--- src/rtl/nand_seq_pkg.sv ---
package nand_seq_pkg;
  localparam int ADR_MAX    = 5;
  localparam int WORD_BYTES = 4;
  localparam int STEP_W     = 3;

  typedef struct packed {
    logic       dir_wr;
    logic       dat_en;
    logic [2:0] csel;
    logic [2:0] acnt;
    logic       op2_en;
    logic [7:0] op2;
    logic [7:0] op1;
  } nseq_desc_t;

  typedef enum logic [1:0] {
    SLOT_IDLE = 2'd0,
    SLOT_CMD  = 2'd1,
    SLOT_ADR  = 2'd2
  } slot_kind_e;

  function automatic nseq_desc_t unpack_desc(input logic [26:2] a);
    nseq_desc_t d;
    d.op1    = a[9:2];
    d.op2    = a[17:10];
    d.op2_en = a[18];
    d.acnt   = (a[21:19] > 3'd5) ? 3'd5 : a[21:19];
    d.csel   = a[24:22];
    d.dat_en = a[25];
    d.dir_wr = a[26];
    return d;
  endfunction
endpackage

--- src/rtl/nand_desc_unpack.sv ---
module nand_desc_unpack
  import nand_seq_pkg::*;
(
  input  logic [26:2]                  cmd_sel,
  input  logic [8*WORD_BYTES-1:0]      wdata,
  input  logic [7:0]                   cyc0,
  output nseq_desc_t                   desc,
  output logic [ADR_MAX-1:0][7:0]      adr_bytes,
  output logic [STEP_W-1:0]            slot_total
);
  assign desc = unpack_desc(cmd_sel);

  // Five-cycle form: cycle-zero byte leads, data word shifts up one slot.
  for (genvar k = 0; k < ADR_MAX; k++) begin : g_byte
    if (k == 0) begin : g_first
      assign adr_bytes[k] = (desc.acnt == 3'd5) ? cyc0 : wdata[7:0];
    end else if (k < WORD_BYTES) begin : g_mid
      assign adr_bytes[k] = (desc.acnt == 3'd5) ? wdata[8*(k-1) +: 8]
                                                : wdata[8*k +: 8];
    end else begin : g_last
      assign adr_bytes[k] = wdata[8*(k-1) +: 8];
    end
  end

  assign slot_total = STEP_W'(1) + desc.acnt + STEP_W'(desc.op2_en);
endmodule

--- src/rtl/nand_we_timer.sv ---
module nand_we_timer #(
  parameter int TW = 4
) (
  input  logic          clk,
  input  logic          rst_n,
  input  logic          run,
  input  logic [TW-1:0] hold,
  output logic          we_low,
  output logic          slot_end
);
  logic [TW-1:0] cnt_q;
  logic          high_q;
  logic          half_end;

  assign half_end = (cnt_q == hold - TW'(1));
  assign we_low   = run & ~high_q;
  assign slot_end = run & high_q & half_end;

  always_ff @(posedge clk) begin
    if (!rst_n || !run) begin
      cnt_q  <= '0;
      high_q <= 1'b0;
    end else if (half_end) begin
      cnt_q  <= '0;
      high_q <= ~high_q;
    end else begin
      cnt_q <= cnt_q + TW'(1);
    end
  end
endmodule

--- src/rtl/nand_slot_mux.sv ---
module nand_slot_mux
  import nand_seq_pkg::*;
(
  input  logic                     run,
  input  nseq_desc_t               desc,
  input  logic [ADR_MAX-1:0][7:0]  adr_bytes,
  input  logic [STEP_W-1:0]        step,
  output logic                     cle,
  output logic                     ale,
  output logic [7:0]               io
);
  slot_kind_e kind;
  logic [7:0] adr_pick;

  always_comb begin
    adr_pick = '0;
    for (int k = 0; k < ADR_MAX; k++) begin
      if (step == STEP_W'(k + 1)) adr_pick = adr_bytes[k];
    end
  end

  always_comb begin
    kind = SLOT_IDLE;
    io   = '0;
    if (run) begin
      if (step == '0) begin
        kind = SLOT_CMD;
        io   = desc.op1;
      end else if (step <= desc.acnt) begin
        kind = SLOT_ADR;
        io   = adr_pick;
      end else begin
        kind = SLOT_CMD;
        io   = desc.op2;
      end
    end
  end

  assign cle = (kind == SLOT_CMD);
  assign ale = (kind == SLOT_ADR);
endmodule

--- src/rtl/nand_cmd_seq.sv ---
module nand_cmd_seq
  import nand_seq_pkg::*;
#(
  parameter int TW  = 4,
  parameter int NCE = 8
) (
  input  logic            clk,
  input  logic            rst_n,
  input  logic            ctrl_en,
  input  logic [TW-1:0]   we_hold,
  input  logic            cmd_we,
  input  logic [26:2]     cmd_sel,
  input  logic [31:0]     cmd_wdata,
  input  logic            cyc0_we,
  input  logic [7:0]      cyc0_wdata,
  output logic            busy,
  output logic            cmd_done,
  output logic            overrun,
  output logic            data_req,
  output logic            data_write,
  output logic            nand_cle,
  output logic            nand_ale,
  output logic            nand_we_n,
  output logic [NCE-1:0]  nand_ce_n,
  output logic [7:0]      nand_io
);
  nseq_desc_t              dec_desc, desc_q;
  logic [ADR_MAX-1:0][7:0] dec_bytes, bytes_q;
  logic [STEP_W-1:0]       dec_total, total_q, step_q;
  logic [TW-1:0]           hold_q;
  logic [7:0]              cyc0_q;
  logic                    busy_q, done_q, ovr_q;
  logic                    accept, we_low, slot_end;

  nand_desc_unpack u_unpack (
    .cmd_sel    (cmd_sel),
    .wdata      (cmd_wdata),
    .cyc0       (cyc0_q),
    .desc       (dec_desc),
    .adr_bytes  (dec_bytes),
    .slot_total (dec_total)
  );

  nand_we_timer #(.TW(TW)) u_timer (
    .clk      (clk),
    .rst_n    (rst_n),
    .run      (busy_q),
    .hold     (hold_q),
    .we_low   (we_low),
    .slot_end (slot_end)
  );

  nand_slot_mux u_mux (
    .run       (busy_q),
    .desc      (desc_q),
    .adr_bytes (bytes_q),
    .step      (step_q),
    .cle       (nand_cle),
    .ale       (nand_ale),
    .io        (nand_io)
  );

  assign accept = cmd_we & ctrl_en & ~busy_q;

  always_ff @(posedge clk) begin
    if (!rst_n) begin
      busy_q  <= 1'b0;
      done_q  <= 1'b0;
      ovr_q   <= 1'b0;
      cyc0_q  <= '0;
      desc_q  <= '0;
      bytes_q <= '0;
      total_q <= '0;
      step_q  <= '0;
      hold_q  <= TW'(1);
    end else begin
      done_q <= 1'b0;
      if (cyc0_we) cyc0_q <= cyc0_wdata;
      if (cmd_we && ctrl_en && busy_q) ovr_q <= 1'b1;
      if (!ctrl_en) begin
        busy_q <= 1'b0;
      end else if (accept) begin
        busy_q  <= 1'b1;
        desc_q  <= dec_desc;
        bytes_q <= dec_bytes;
        total_q <= dec_total;
        step_q  <= '0;
        hold_q  <= (we_hold == '0) ? TW'(1) : we_hold;
      end else if (slot_end) begin
        if (step_q == total_q - STEP_W'(1)) begin
          busy_q <= 1'b0;
          done_q <= 1'b1;
        end else begin
          step_q <= step_q + STEP_W'(1);
        end
      end
    end
  end

  for (genvar k = 0; k < NCE; k++) begin : g_ce
    assign nand_ce_n[k] = ~(busy_q && (int'(desc_q.csel) == k));
  end

  assign nand_we_n  = ~we_low;
  assign busy       = busy_q;
  assign cmd_done   = done_q;
  assign overrun    = ovr_q;
  assign data_req   = done_q & desc_q.dat_en;
  assign data_write = desc_q.dir_wr;
endmodule

--- config.mk ---
export PLATFORM = sky130hd
export DESIGN_NAME = nand_cmd_seq
export DESIGN_NICKNAME = d
export VERILOG_FILES = /design/src/rtl/nand_seq_pkg.sv /design/src/rtl/nand_desc_unpack.sv /design/src/rtl/nand_we_timer.sv /design/src/rtl/nand_slot_mux.sv /design/src/rtl/nand_cmd_seq.sv
export SDC_FILE = /design/constraint.sdc
export NUM_CORES = 1
export LEC_CHECK = 0
export BUFFER_PORTS_ARGS = -buffer_cell sky130_fd_sc_hd__clkbuf_2
export CAP_MARGIN = 10
export CORE_MARGIN = 1.5
export CORE_UTILIZATION = 35
export CTS_BUF_LIST = sky130_fd_sc_hd__clkbuf_8
export CTS_CLUSTER_DIAMETER = 80
export DETAILED_ROUTE_END_ITERATION = 16
export HOLD_SLACK_MARGIN = 0.1
export PLACE_DENSITY = 0.55
export SLEW_MARGIN = 20
export SYNTH_ARGS = -nofsm -noshare
export SYNTH_HDL_FRONTEND = slang
export SYNTH_HIERARCHICAL = 1
export SYNTH_SLANG_ARGS = --single-unit
--- constraint.sdc ---
create_clock -name clk -period 5.25 [get_ports clk]
set_input_delay 0.525 -clock clk [delete_from_list [all_inputs] [get_ports clk]]
set_output_delay 0.525 -clock clk [all_outputs]
set_load 0.01 [all_outputs]
Yosys cells after proc, flatten, opt, wreduce, memory -nomap -nowiden
Index checks and enable logic that the tools add are counted.
- flip-flop bits (word level): 90
- bits of input ports: 74
- output and inout bits: 24
- word-level logic and storage cells: 114
- $add $sub $neg: 6
- magnitude comparators: 2
- equality and inequality tests: 18
- multiplexer cells: 24
- bitwise gates (word level): 20
- reduce and logical (&&, ||, !) cells: 24
- operator list (cell ; count):
    2-to-1 mux 8 bit ; 12
    equality test 3 bit (second input constant) ; 7
    inverter 1 bit ; 14
    equality test 3 x 2 -> 1 bit (second input constant) ; 4
    2-to-1 mux 3 bit ; 4
    logical AND 1 bit ; 10
    bitwise AND 1 bit ; 6
    equality test 3 x 1 -> 1 bit (second input constant) ; 2
    zero test 3 bit ; 2
    2-to-1 mux 2 bit ; 3
    AND reduction 2 bit ; 3
    adder 4 x 1 -> 4 bit (second input constant) ; 1
    equality test 4 bit ; 1
    zero test 4 bit ; 1
    2-to-1 mux 1 bit ; 4
    2-to-1 mux 4 bit ; 1
    nonzero test 2 bit ; 2
    OR reduction 4 bit ; 1
    subtractor 4 x 1 -> 4 bit (second input constant) ; 1
    adder 1 x 3 -> 3 bit (first input constant) ; 1
    adder 3 x 1 -> 3 bit ; 1
    adder 3 x 1 -> 3 bit (second input constant) ; 1
    equality test 3 bit ; 1
    greater-than comparator 3 bit (second input constant) ; 1
    other kinds (9) ; 10

Depth between registers and ports, before layout
Gate-level depths: netlist of the first run.
- word-level depth: 9
- gate-level depth with buffers: 9
- gate-level depth less buffers: 9

Hierarchy
The synthesis of the first run kept the hierarchy.
- modules (own cells, without submodules) (module ; instances ; cells each ; area each (um^2) ; seq. area each (um^2)):
    nand_cmd_seq ; 1 ; 390 ; 3427.0 ; 1721.7
    nand_desc_unpack ; 1 ; 76 ; 814.5 ; 0.0
    nand_slot_mux ; 1 ; 98 ; 684.4 ; 0.0
    nand_we_timer ; 1 ; 36 ; 316.6 ; 100.1

Least setup slack after synthesis of the first run
No wires, ideal clock.
- path type: flip-flop to output port
- start: reg step_q[0]
- end: out nand_io[0]
- data arrival time: 1.677 ns
- required time: 4.725 ns
- setup slack: 3.048 ns
- stages on the path, launching flop included: 9
- path through: dfxtp_1 -> buf_6 -> buf_6 -> inv_1 -> ha_1 -> nand3_1 -> o21ai_0 -> o21ai_2 -> o221ai_1
- word-level cells in the longest chain between the ends: 9
- ends and longest elaborated chain (item ; RTL line ; RTL):
    from (decl) ; nand_cmd_seq.sv:29 ; logic [STEP_W-1:0] dec_total, total_q, step_q;
    from (signal assigned) ; nand_cmd_seq.sv:94 ; step_q <= step_q + STEP_W'(1);
    equality test 3 x 1 -> 1 bit ; nand_slot_mux.sv:18 ; if (step == STEP_W'(k + 1)) adr_pick = adr_bytes[k];
    2-to-1 mux 8 bit (5 in a row) ; nand_slot_mux.sv:18 ;
    2-to-1 mux 8 bit ; nand_slot_mux.sv:29 ; end else if (step <= desc.acnt) begin
    2-to-1 mux 8 bit (*) ; nand_slot_mux.sv:26 ; if (step == '0) begin
    2-to-1 mux 8 bit (*) ; nand_slot_mux.sv:25 ; if (run) begin
    to (decl) ; nand_cmd_seq.sv:25 ; output logic [7:0] nand_io
Every way passes the cells marked *; elsewhere a longest branch is shown, timed or not.

Final worst setup path of the first run
- start: reg step_q[0]
- end: out nand_io[4]
The elaborated chain is that of the path after synthesis.

==> results of run 1 <==
==> worst max-delay path, cell delays in order (launching register included) <==
cell and delay [ns]:
dfxtp_1 0.94, inv_1 0.18, ha_1 0.32, nand3_1 0.13, o21ai_0 0.13, o21ai_2 0.40, o221ai_1 0.21, clkbuf_2 0.16
==> per-stage QoR <==
| step | hold WS (ns) | total power [mW] | utilization | std cells | worst slack [ns] |
|---|---|---|---|---|---|
| 2_1_floorplan | 0.430 | 0.910 | - | 595 | 3.05 |
| 3_3_place_gp | 0.443 | 0.947 | 0.376 | 815 | 2.42 |
| 3_5_place_dp | 0.446 | 0.953 | 0.376 | 815 | 2.27 |
| 4_1_cts | 0.343 | 1.39 | 0.387 | 830 | 1.83 |
| 5_1_grt | 0.347 | 1.44 | 0.387 | 830 | 1.60 |
| 6_report | 0.356 | 1.37 | 0.387 | 830 | 1.86 |
==> state kept, by name (all words and copies together), names as in the netlist <==
name / flops
busy: 1
hold_q: 4
total_q: 3
u_timer/cnt_q: 4
overrun: 1
desc_q: 23
step_q: 3
cyc0_q: 8
data_write: 1
bytes_q: 40
u_timer/high_q: 1
cmd_done: 1
==> final timing paths <==
| path | endpoint | start | slack (ns) |
|---|---|---|---|
| max | nand_io[4] | step_q[0]$_SDFFE_PN0P_ | 1.86 |
| min | desc_q[1]$_SDFFE_PN0P_ | cmd_sel[3] | 0.36 |
| max reg2reg | cmd_done$_SDFF_PP0_ | busy$_SDFFE_PN0P_ | 2.71 |
| min reg2reg | desc_q[0]$_SDFFE_PN0P_ | desc_q[0]$_SDFFE_PN0P_ | 0.46 |
==> where the power goes <==
group          leakage [nW]  total, mW  internal, mW  switching [mW]
Sequential            0.735      0.733         0.713          0.0203
Combinational          1.46      0.200         0.100          0.0992
Clock                0.0879      0.438         0.181           0.257
Total                  2.28       1.37         0.994           0.377
==> layer usage <==
| layer | GRT usage | part of all wire |
|---|---|---|
| met4 | 0.0515 | 0.016 |
| met2 | 0.243 | 0.46 |
| met1 | 0.200 | 0.48 |
| met3 | 0.0374 | 0.046 |
| met5 | 0 | 0 |
==> layout make-up <==
cell class / instances / area [um^2] / share of cell area
clock inverter: 5 / 31.3 / 0.00556
tap: 184 / 230 / 0.0409
sequential: 90 / 1800 / 0.320
clock buffer: 10 / 138 / 0.0245
inverter: 24 / 90.1 / 0.0160
timing repair buffer: 101 / 515 / 0.0916
multi-input combinational: 416 / 2820 / 0.501
==> out/results.tsv, run 1 <==
stage	metric	value	unit
floorplan	core area	14500	um^2
detailed_routing	WL/cell	13.9	um
setup_path	Setup crit start kind	flop	
job	max cap viols	0	
floorplan	die width	125	um
global_route	largest net degree at the start of global routing	76	
clocking	clk sinks	90	
detailed_routing	Pre-Repair DR Iteration Count	5	
clocking	Clk Latency, worst-skew pair	0.38	ns
pwr	pwr dens	244	nW/um^2
finish	P&R area growth vs syn	8.23	%
clocking	root buffer selected by CTS	clkbuf_8	
finish	cell area after layout	5630	um^2
floorplan	row count	44	
clocking	post_cts resized	0	
global_route	initial antenna violation count	0	
sta	Final min period	3.39	ns
placement	placer's final routability congestion estimate	0.780	
sta	final period utilization	0.646	
floorplan	Ports	98	
floorplan	chip height	125	um
global_route	All-Layer GR Usage	0.152	
finish	n_diodes	0	
clocking	Clock Path Buffers	2	
floorplan	DIE AREA	15600	um^2
detailed_routing	Routed Antenna Nets	0	
status	result of the run	finished, final reports clean	
placement	hpwl dp	8.37	mm
global_route	first-pass GRT wire length	19.0	mm
placement	placed cell area	5460	um^2
worst_hold_path	HP Class	in -> reg	
clocking	clock slew at reported path FFs	0.09	ns
setup_path	crit end category	output port	
clocking	htree depth	3	
global_route	gr ovfl total	0	
logic_synthesis	Ys Warns	6	
worst_hold_path	Hold Crit Depth	3	
detailed_routing	drt drc	0	
sta	Rel. slew slack	0.346	
logic_synthesis	post-synthesis net count	678	
sta	Worst Skew	0.0129	ns
global_route	vias in the first global route	3806	
finish	most frequent cells in the layout	nand2_1 (156), clkbuf_2 (97), dfxtp_1 (90)	
clocking	Num CTS Buffers	9	
setup_path	arrival time worst endpoint	2.86	ns
sta	final hold vios	0	
clocking	CTS tree	done	
placement	number of port buffers	97	
logic_synthesis	Post-Syn Area	5200	um^2
sta	Final setup viols	0	
finish	ratio of cells with drive above 1 in the final layout	0.251	
logic_synthesis	Mapped Cells	595	
sta	Setup TNS	0	ns
sta	unrepaired setup endpoints after global routing	false	
finish	commonest non-fill, non-tap cell in the layout	nand2_1	
detailed_routing	DR vias	3971	
sta	Slew Viols, Final	0	
finish	FILL cells	1536	
sta	Worst Max-Slew Pin Slew	0.976	ns
pwr	Pleak	2.28	nW
setup_path	Max FO, Critical Path	22	
detailed_routing	final WL	11.6	mm
setup_path	Critical Path RT	4.72	ns
detailed_routing	initial DRC count	145	
floorplan	Initial Util	0.358	
setup_path	crit path kind	reg -> out	
pwr	Worst IR Drop VDD	0.102	mV
logic_synthesis	syn_area_per_cell	8.74	um^2
setup_path	worst reg2reg path depth	4	
clocking	postcts setup bufs	0	
clocking	CTS hold repair buffers	0	
detailed_routing	routed vias/inst	4.78	
sta	Fmax	0.295	GHz
finish	nets	725	
(Power assumes the default switching activity.)
==> run 2: changes to the inputs <==
--- a/config.mk
+++ b/config.mk
@@ -13,7 +13,7 @@
 export CTS_CLUSTER_DIAMETER = 80
 export DETAILED_ROUTE_END_ITERATION = 16
 export HOLD_SLACK_MARGIN = 0.1
-export PLACE_DENSITY = 0.55
+export PLACE_DENSITY = 0.57
 export SLEW_MARGIN = 20
 export SYNTH_ARGS = -nofsm -noshare
 export SYNTH_HDL_FRONTEND = slang
==> constraint.sdc (replaced) <==
create_clock -name clk -period 2.76 [get_ports clk]
set_input_delay 0.276 -clock clk [delete_from_list [all_inputs] [get_ports clk]]
set_output_delay 0.276 -clock clk [all_outputs]
set_load 0.01 [all_outputs]
==> run 2 against run 1 <==
Effect of this change:
- die area is the same
- sequential share of layout area decreased by 0.90 points
- via count up 2.6%
- core utilization up 1.1 points
- routed wire length grew 0.37%
==> out/results.tsv, run 2 (synthesis gave the netlist of run 1 again) <==
stage	metric	value	unit	change
clocking	Clk Latency, worst-skew pair	0.37	ns	about the same
detailed_routing	Routed Antenna Nets	0		unchanged
detailed_routing	Pre-Repair DR Iteration Count	4		-1
clocking	Clock Path Buffers	2		unchanged
floorplan	Ports	98		unchanged
clocking	root buffer selected by CTS	clkbuf_8		
sta	Worst Skew	0.0111	ns	-0.00184 ns
finish	nets	732		+0.97%
sta	Setup TNS	0	ns	unchanged
placement	Place WS	0.441	ns	-1.83 ns
worst_hold_path	HP Class	in -> reg		
detailed_routing	initial DRC count	148		+2.1%
job	max cap viols	0		unchanged
placement	placed cell area	5530	um^2	+1.4%
placement	hpwl dp	8.70	mm	+3.9%
floorplan	die width	125	um	unchanged
detailed_routing	DR vias	4073		+2.6%
clocking	clk sinks	90		unchanged
finish	Largest regs	bytes_q x40, desc_q x23, cyc0_q x8		
finish	post-layout util	0.399		+0.0114
floorplan	core area	14500	um^2	unchanged
global_route	All-Layer GR Usage	0.150		-0.00222
sta	unrepaired setup endpoints after global routing	false		
sta	final hold vios	0		unchanged
sta	PnR worst setup slack	0.162	ns	-1.70 ns
setup_path	crit path kind	reg -> out		
global_route	largest net degree at the start of global routing	53		-30%
pwr	pwr dens	497	nW/um^2	+100%
finish	most frequent cells in the layout	nand2_1 (156), clkbuf_2 (97), dfxtp_1 (89)		
clocking	Num CTS Buffers	9		unchanged
finish	FILL cells	1495		-2.7%
floorplan	Initial Util	0.358		unchanged
finish	Biggest register	bytes_q		
global_route	initial antenna violation count	0		unchanged
setup_path	Setup crit start kind	flop		
clocking	clock slew at reported path FFs	0.09	ns	about the same
pwr	Worst IR Drop VDD	0.209	mV	+110%
detailed_routing	drt drc	0		unchanged
detailed_routing	final WL	11.6	mm	+0.37%
sta	Worst Max-Slew Pin Slew	0.716	ns	-0.260 ns
sta	Rel. slew slack	0.523		+0.177
finish	cell area after layout	5790	um^2	+3.0%
finish	P&R area growth vs syn	11.4	%	
sta	Final setup viols	0		unchanged
clocking	CTS hold repair buffers	0		unchanged
sta	Final min period	2.60	ns	
sta	final period utilization	0.941		
pwr	Pleak	2.37	nW	+3.9%
finish	ratio of cells with drive above 1 in the final layout	0.258		+0.00764
floorplan	row count	44		unchanged
placement	number of port buffers	97		unchanged
detailed_routing	WL/cell	13.9	um	-0.59%
detailed_routing	routed vias/inst	4.86		+1.6%
setup_path	arrival time worst endpoint	2.32	ns	-0.54 ns
status	result of the run	finished, final reports clean		
placement	placer's final routability congestion estimate	0.767		-1.7%
sta	Fmax	0.385	GHz	
sta	Slew Viols, Final	0		unchanged
finish	commonest non-fill, non-tap cell in the layout	nand2_1		
global_route	gr ovfl total	0		unchanged
global_route	vias in the first global route	3962		+4.1%
setup_path	Max FO, Critical Path	10		-55%
global_route	first-pass GRT wire length	19.1	mm	+0.73%
floorplan	DIE AREA	15600	um^2	unchanged
setup_path	crit end category	output port		
finish	n_diodes	0		unchanged
finish	flip-flop count of the largest register after layout	40		unchanged
clocking	htree depth	3		unchanged
setup_path	Critical Path RT	2.48	ns	-2.24 ns
floorplan	chip height	125	um	unchanged
clocking	CTS tree	done		
-- run 2: worst max-delay path: stages (launching register included) --
cell,delay (ns)
dfxtp_1,0.45
buf_4,0.23
or3_4,0.34
nor2_1,0.49
nand2_1,0.12
o221ai_1,0.13
clkbuf_2,0.19
-- run 2: layout make-up --
cell class | count | area, um^2 | area share
Clock inverter | 6 | 106 | 0.0184
Timing Repair Buffer | 108 | 606 | 0.105
Multi-Input combinational cell | 416 | 2820 | 0.487
Tap cell | 184 | 230 | 0.0397
Inverter | 24 | 90.1 | 0.0155
Sequential cell | 90 | 1800 | 0.311
Clock buffer | 10 | 138 | 0.0238
-- run 2: per-stage QoR --
step	std cells	hold WS (ns)	power, mW
3_5_place_dp	820	0.443	1.82
4_1_cts	836	0.106	2.92
2_1_floorplan	595	0.411	1.73
5_1_grt	838	0.129	3.02
6_report	838	0.121	2.88
3_3_place_gp	820	0.443	1.81
-- run 2: power breakdown --
part | internal (mW) | switching, mW
registers | 1.36 | 0.0368
logic | 0.200 | 0.196
clock network | 0.622 | 0.469
-- run 2: final timing paths --
path / from / endpoint / slack [ns] / cells past startpoint
setup / recovery: step_q[2]$_SDFFE_PN0P_ / nand_io[3] / 0.16 / 6
hold / removal: cmd_sel[6] / desc_q[4]$_SDFFE_PN0P_ / 0.12 / 3
setup reg to reg: hold_q[0]$_SDFFE_PN1P_ / step_q[0]$_SDFFE_PN0P_ / 0.51 / 9
hold reg to reg: bytes_q[30]$_SDFFE_PN0P_ / bytes_q[30]$_SDFFE_PN0P_ / 0.46 / 2
-- run 2: per-layer routing --
metal	vias up	GRT usage	share of wire
met3	22	0.0266	0.036
met2	88	0.232	0.44
met1	1884	0.204	0.50
met5	-	0	0
li1	2079	-	-
met4	0	0.0642	0.026
-- run 2: what timing repair did --
action | 4_1_cts | 5_1_grt
setup buffers | 0 | 2
endpoints found under the setup margin | 0 | 8
resized for setup | 0 | 1
==> run 3: changes to the inputs <==
--- a/config.mk
+++ b/config.mk
@@ -12,6 +12,7 @@
 export CTS_BUF_LIST = sky130_fd_sc_hd__clkbuf_8
 export CTS_CLUSTER_DIAMETER = 80
 export DETAILED_ROUTE_END_ITERATION = 16
+export GPL_TIMING_DRIVEN = 0
 export HOLD_SLACK_MARGIN = 0.1
 export PLACE_DENSITY = 0.57
 export SLEW_MARGIN = 20
==> run 3 against run 2 <==
Effect of this change:
- non-clock buffer count up 33
- combinational power rose by 12%
- clock-buffer cell count did not move
- via count increased by 2.6%
- critical path depth grew 3
- clock power is 24% lower
- total power is 7.3% lower
- register-to-register slack got worse by 0.06 ns
- flip-flop and latch count stayed put
- routed wire length up 14%
==> out/results.tsv, run 3 (synthesis gave the netlist of run 1 again) <==
stage	metric	value	unit	change
status	result of the run	finished, final reports clean		
sta	Final min period	2.59	ns	-0.00972 ns
global_route	gr ovfl total	0		unchanged
finish	Biggest register	bytes_q		
clocking	Num CTS Buffers	9		unchanged
worst_hold_path	HP Class	in -> reg		
clocking	clk sinks	90		unchanged
pwr	Sw Pwr	0.741	mW	+5.6%
setup_path	crit path kind	reg -> out		
setup_path	Setup crit start kind	flop		
placement	placer's final routability congestion estimate	0.806		+5.2%
finish	most frequent cells in the layout	nand2_1 (156), dfxtp_1 (89), clkbuf_2 (75)		
floorplan	Initial Util	0.358		unchanged
floorplan	DIE AREA	15600	um^2	unchanged
floorplan	die width	125	um	unchanged
placement	Place WS	0.261	ns	-0.180 ns
setup_path	arrival time worst endpoint	2.31	ns	about the same
placement	number of port buffers	75		-23%
pwr	Net Sw Frac	0.278		+0.0340
global_route	All-Layer GR Usage	0.173		+0.0233
sta	Final setup viols	0		unchanged
floorplan	core area	14500	um^2	unchanged
placement	hpwl dp	10.3	mm	+18%
sta	final period utilization	0.938		-0.00352
clocking	Clk Latency, worst-skew pair	0.37	ns	about the same
sta	Hold WS	0.135	ns	+0.0138 ns
detailed_routing	DR vias	4177		+2.6%
detailed_routing	Pre-Repair DR Iteration Count	4		unchanged
finish	post-layout util	0.412		+0.0137
global_route	vias in the first global route	4171		+5.3%
detailed_routing	Routed Antenna Nets	0		unchanged
pwr	pwr dens	445	nW/um^2	-10%
floorplan	row count	44		unchanged
pwr	Worst IR Drop VDD	0.198	mV	-5.4%
finish	Largest regs	bytes_q x40, desc_q x23, cyc0_q x8		
setup_path	crit end category	output port		
setup_path	most frequent CP cell	buf_6		
floorplan	Ports	98		unchanged
clocking	CTS tree	done		
setup_path	crit-path cells	buf_6 -> inv_1 -> ha_1 -> nand3_1 -> o21ai_0 -> o21ai_2 -> buf_6 -> o221ai_1 -> clkbuf_2		
pwr	clock power share	0.312		-0.067
clocking	clock slew at reported path FFs	0.09	ns	about the same
finish	commonest non-fill, non-tap cell in the layout	nand2_1		
global_route	initial antenna violation count	0		unchanged
job	max cap viols	0		unchanged
placement	# placed instances	854		+4.1%
finish	nets	765		+4.5%
setup_path	Critical Path RT	2.48	ns	about the same
pwr	logic gate share of total power	0.166		+0.029
sta	Slew Viols, Final	0		unchanged
detailed_routing	final WL	13.3	mm	+14%
detailed_routing	initial DRC count	188		+27%
setup_path	Worst path max stage delay	0.39	ns	-0.10 ns
finish	post-route insts no fill	870		+3.8%
clocking	htree depth	3		unchanged
global_route	first-pass GRT wire length	21.2	mm	+11%
sta	unrepaired setup endpoints after global routing	false		
clocking	root buffer selected by CTS	clkbuf_8		
global_route	largest net degree at the start of global routing	15		-72%
finish	n_diodes	0		unchanged
finish	ratio of cells with drive above 1 in the final layout	0.276		+0.0171
finish	FILL cells	1516		+1.4%
detailed_routing	WL/cell	15.3	um	+10%
pwr	Pleak	2.46	nW	+3.6%
pwr	Internal	1.93	mW	-11%
finish	flip-flop count of the largest register after layout	40		unchanged
sta	Worst Max-Slew Pin Slew	0.589	ns	-0.127 ns
detailed_routing	routed vias/inst	4.80		-1.2%
sta	Worst Skew	0.00598	ns	-0.00512 ns
sta	Rel. slew slack	0.607		+0.0844
sta	PnR worst setup slack	0.172	ns	+0.00972 ns
finish	P&R area growth vs syn	15.3	%	
floorplan	chip height	125	um	unchanged
pwr	part of the power in registers	0.521		+0.037
setup_path	Max FO, Critical Path	18		+8
finish	cell area after layout	5990	um^2	+3.4%
placement	placed cell area	5810	um^2	+4.9%
pwr	total power	2.67	mW	-7.3%
sta	final hold vios	0		unchanged
sta	Fmax	0.386	GHz	+0.38%
sta	Setup TNS	0	ns	unchanged
clocking	Clock Path Buffers	2		unchanged
detailed_routing	drt drc	0		unchanged
setup_path	CP max stage cell	dfxtp_4		
run 3: cell types whose count changed in the layout (fill, tap and decap cells not counted), moves of 2 or more:
cell	before	now
buf_12	3	0
buf_4	8	38
clkbuf_2	97	75
buf_6	0	11
bufinv_16	3	0
clkbuf_8	10	12
clkinvlp_4	0	2
clkbuf_1	0	13
buf_2	0	2
run 3: final cells by class:
type	count	area, um^2	share of cell area
Buffer	64	477	0.0795
Clock buffer	10	138	0.0230
Clock inverter	5	32.5	0.00543
Inverter	24	90.1	0.0150
Multi-Input combinational cell	416	2830	0.472
Sequential cell	90	1810	0.301
Tap cell	184	230	0.0384
Timing Repair Buffer	77	394	0.0658
run 3: per-layer routing:
layer / vias up / global-route usage / wire, um
li1: 2141 / - / -
met1: 1932 / 0.223 / 6130
met2: 91 / 0.289 / 6290
met3: 13 / 0.0284 / 608
met4: 0 / 0.0662 / 250
met5: - / 0 / 0
run 3: power groups by stage:
| stage | sequential [mW] | clock [mW] | combinational (mW) |
|---|---|---|---|
| 6_report | 1.39 | 0.833 | 0.444 |
| 5_1_grt | 1.40 | 0.905 | 0.491 |
| 4_1_cts | 1.39 | 0.856 | 0.451 |
| 3_5_place_dp | 1.42 | 0 | 0.449 |
| 3_3_place_gp | 1.42 | 0 | 0.439 |
| 2_1_floorplan | 1.41 | 0 | 0.318 |
run 3: worst paths after layout:
check                                start                  endpoint  slack (ns)  cells after the start
setup reg to reg    hold_q[0]$_SDFFE_PN1P_    step_q[2]$_SDFFE_PN0P_        0.45                      9
hold reg to reg   bytes_q[10]$_SDFFE_PN0P_  bytes_q[10]$_SDFFE_PN0P_        0.46                      2
hold / removal                  we_hold[2]    hold_q[2]$_SDFFE_PN0P_        0.14                      3
setup / recovery    step_q[0]$_SDFFE_PN0P_                nand_io[4]        0.17                      9
run 3: critical path, delay by kind of cell, from the launching register on:
kind	cells	cell delay [ns]
buffers and inverters	4	0.64
adders and majority gates	1	0.29
DFF	1	0.39
and+or+nand+nor	1	0.15
AOI/OAI and AO/OA	3	0.47
run 3: timing repair:
action | in CTS | in global routing
gates resized for setup | 1 | 3
hold endpoints to repair | 0 | 0
pin swaps | 1 | 0
setup endpoints to repair | 8 | 8
hold buffers | 0 | 0
buffers inserted | 2 | 0
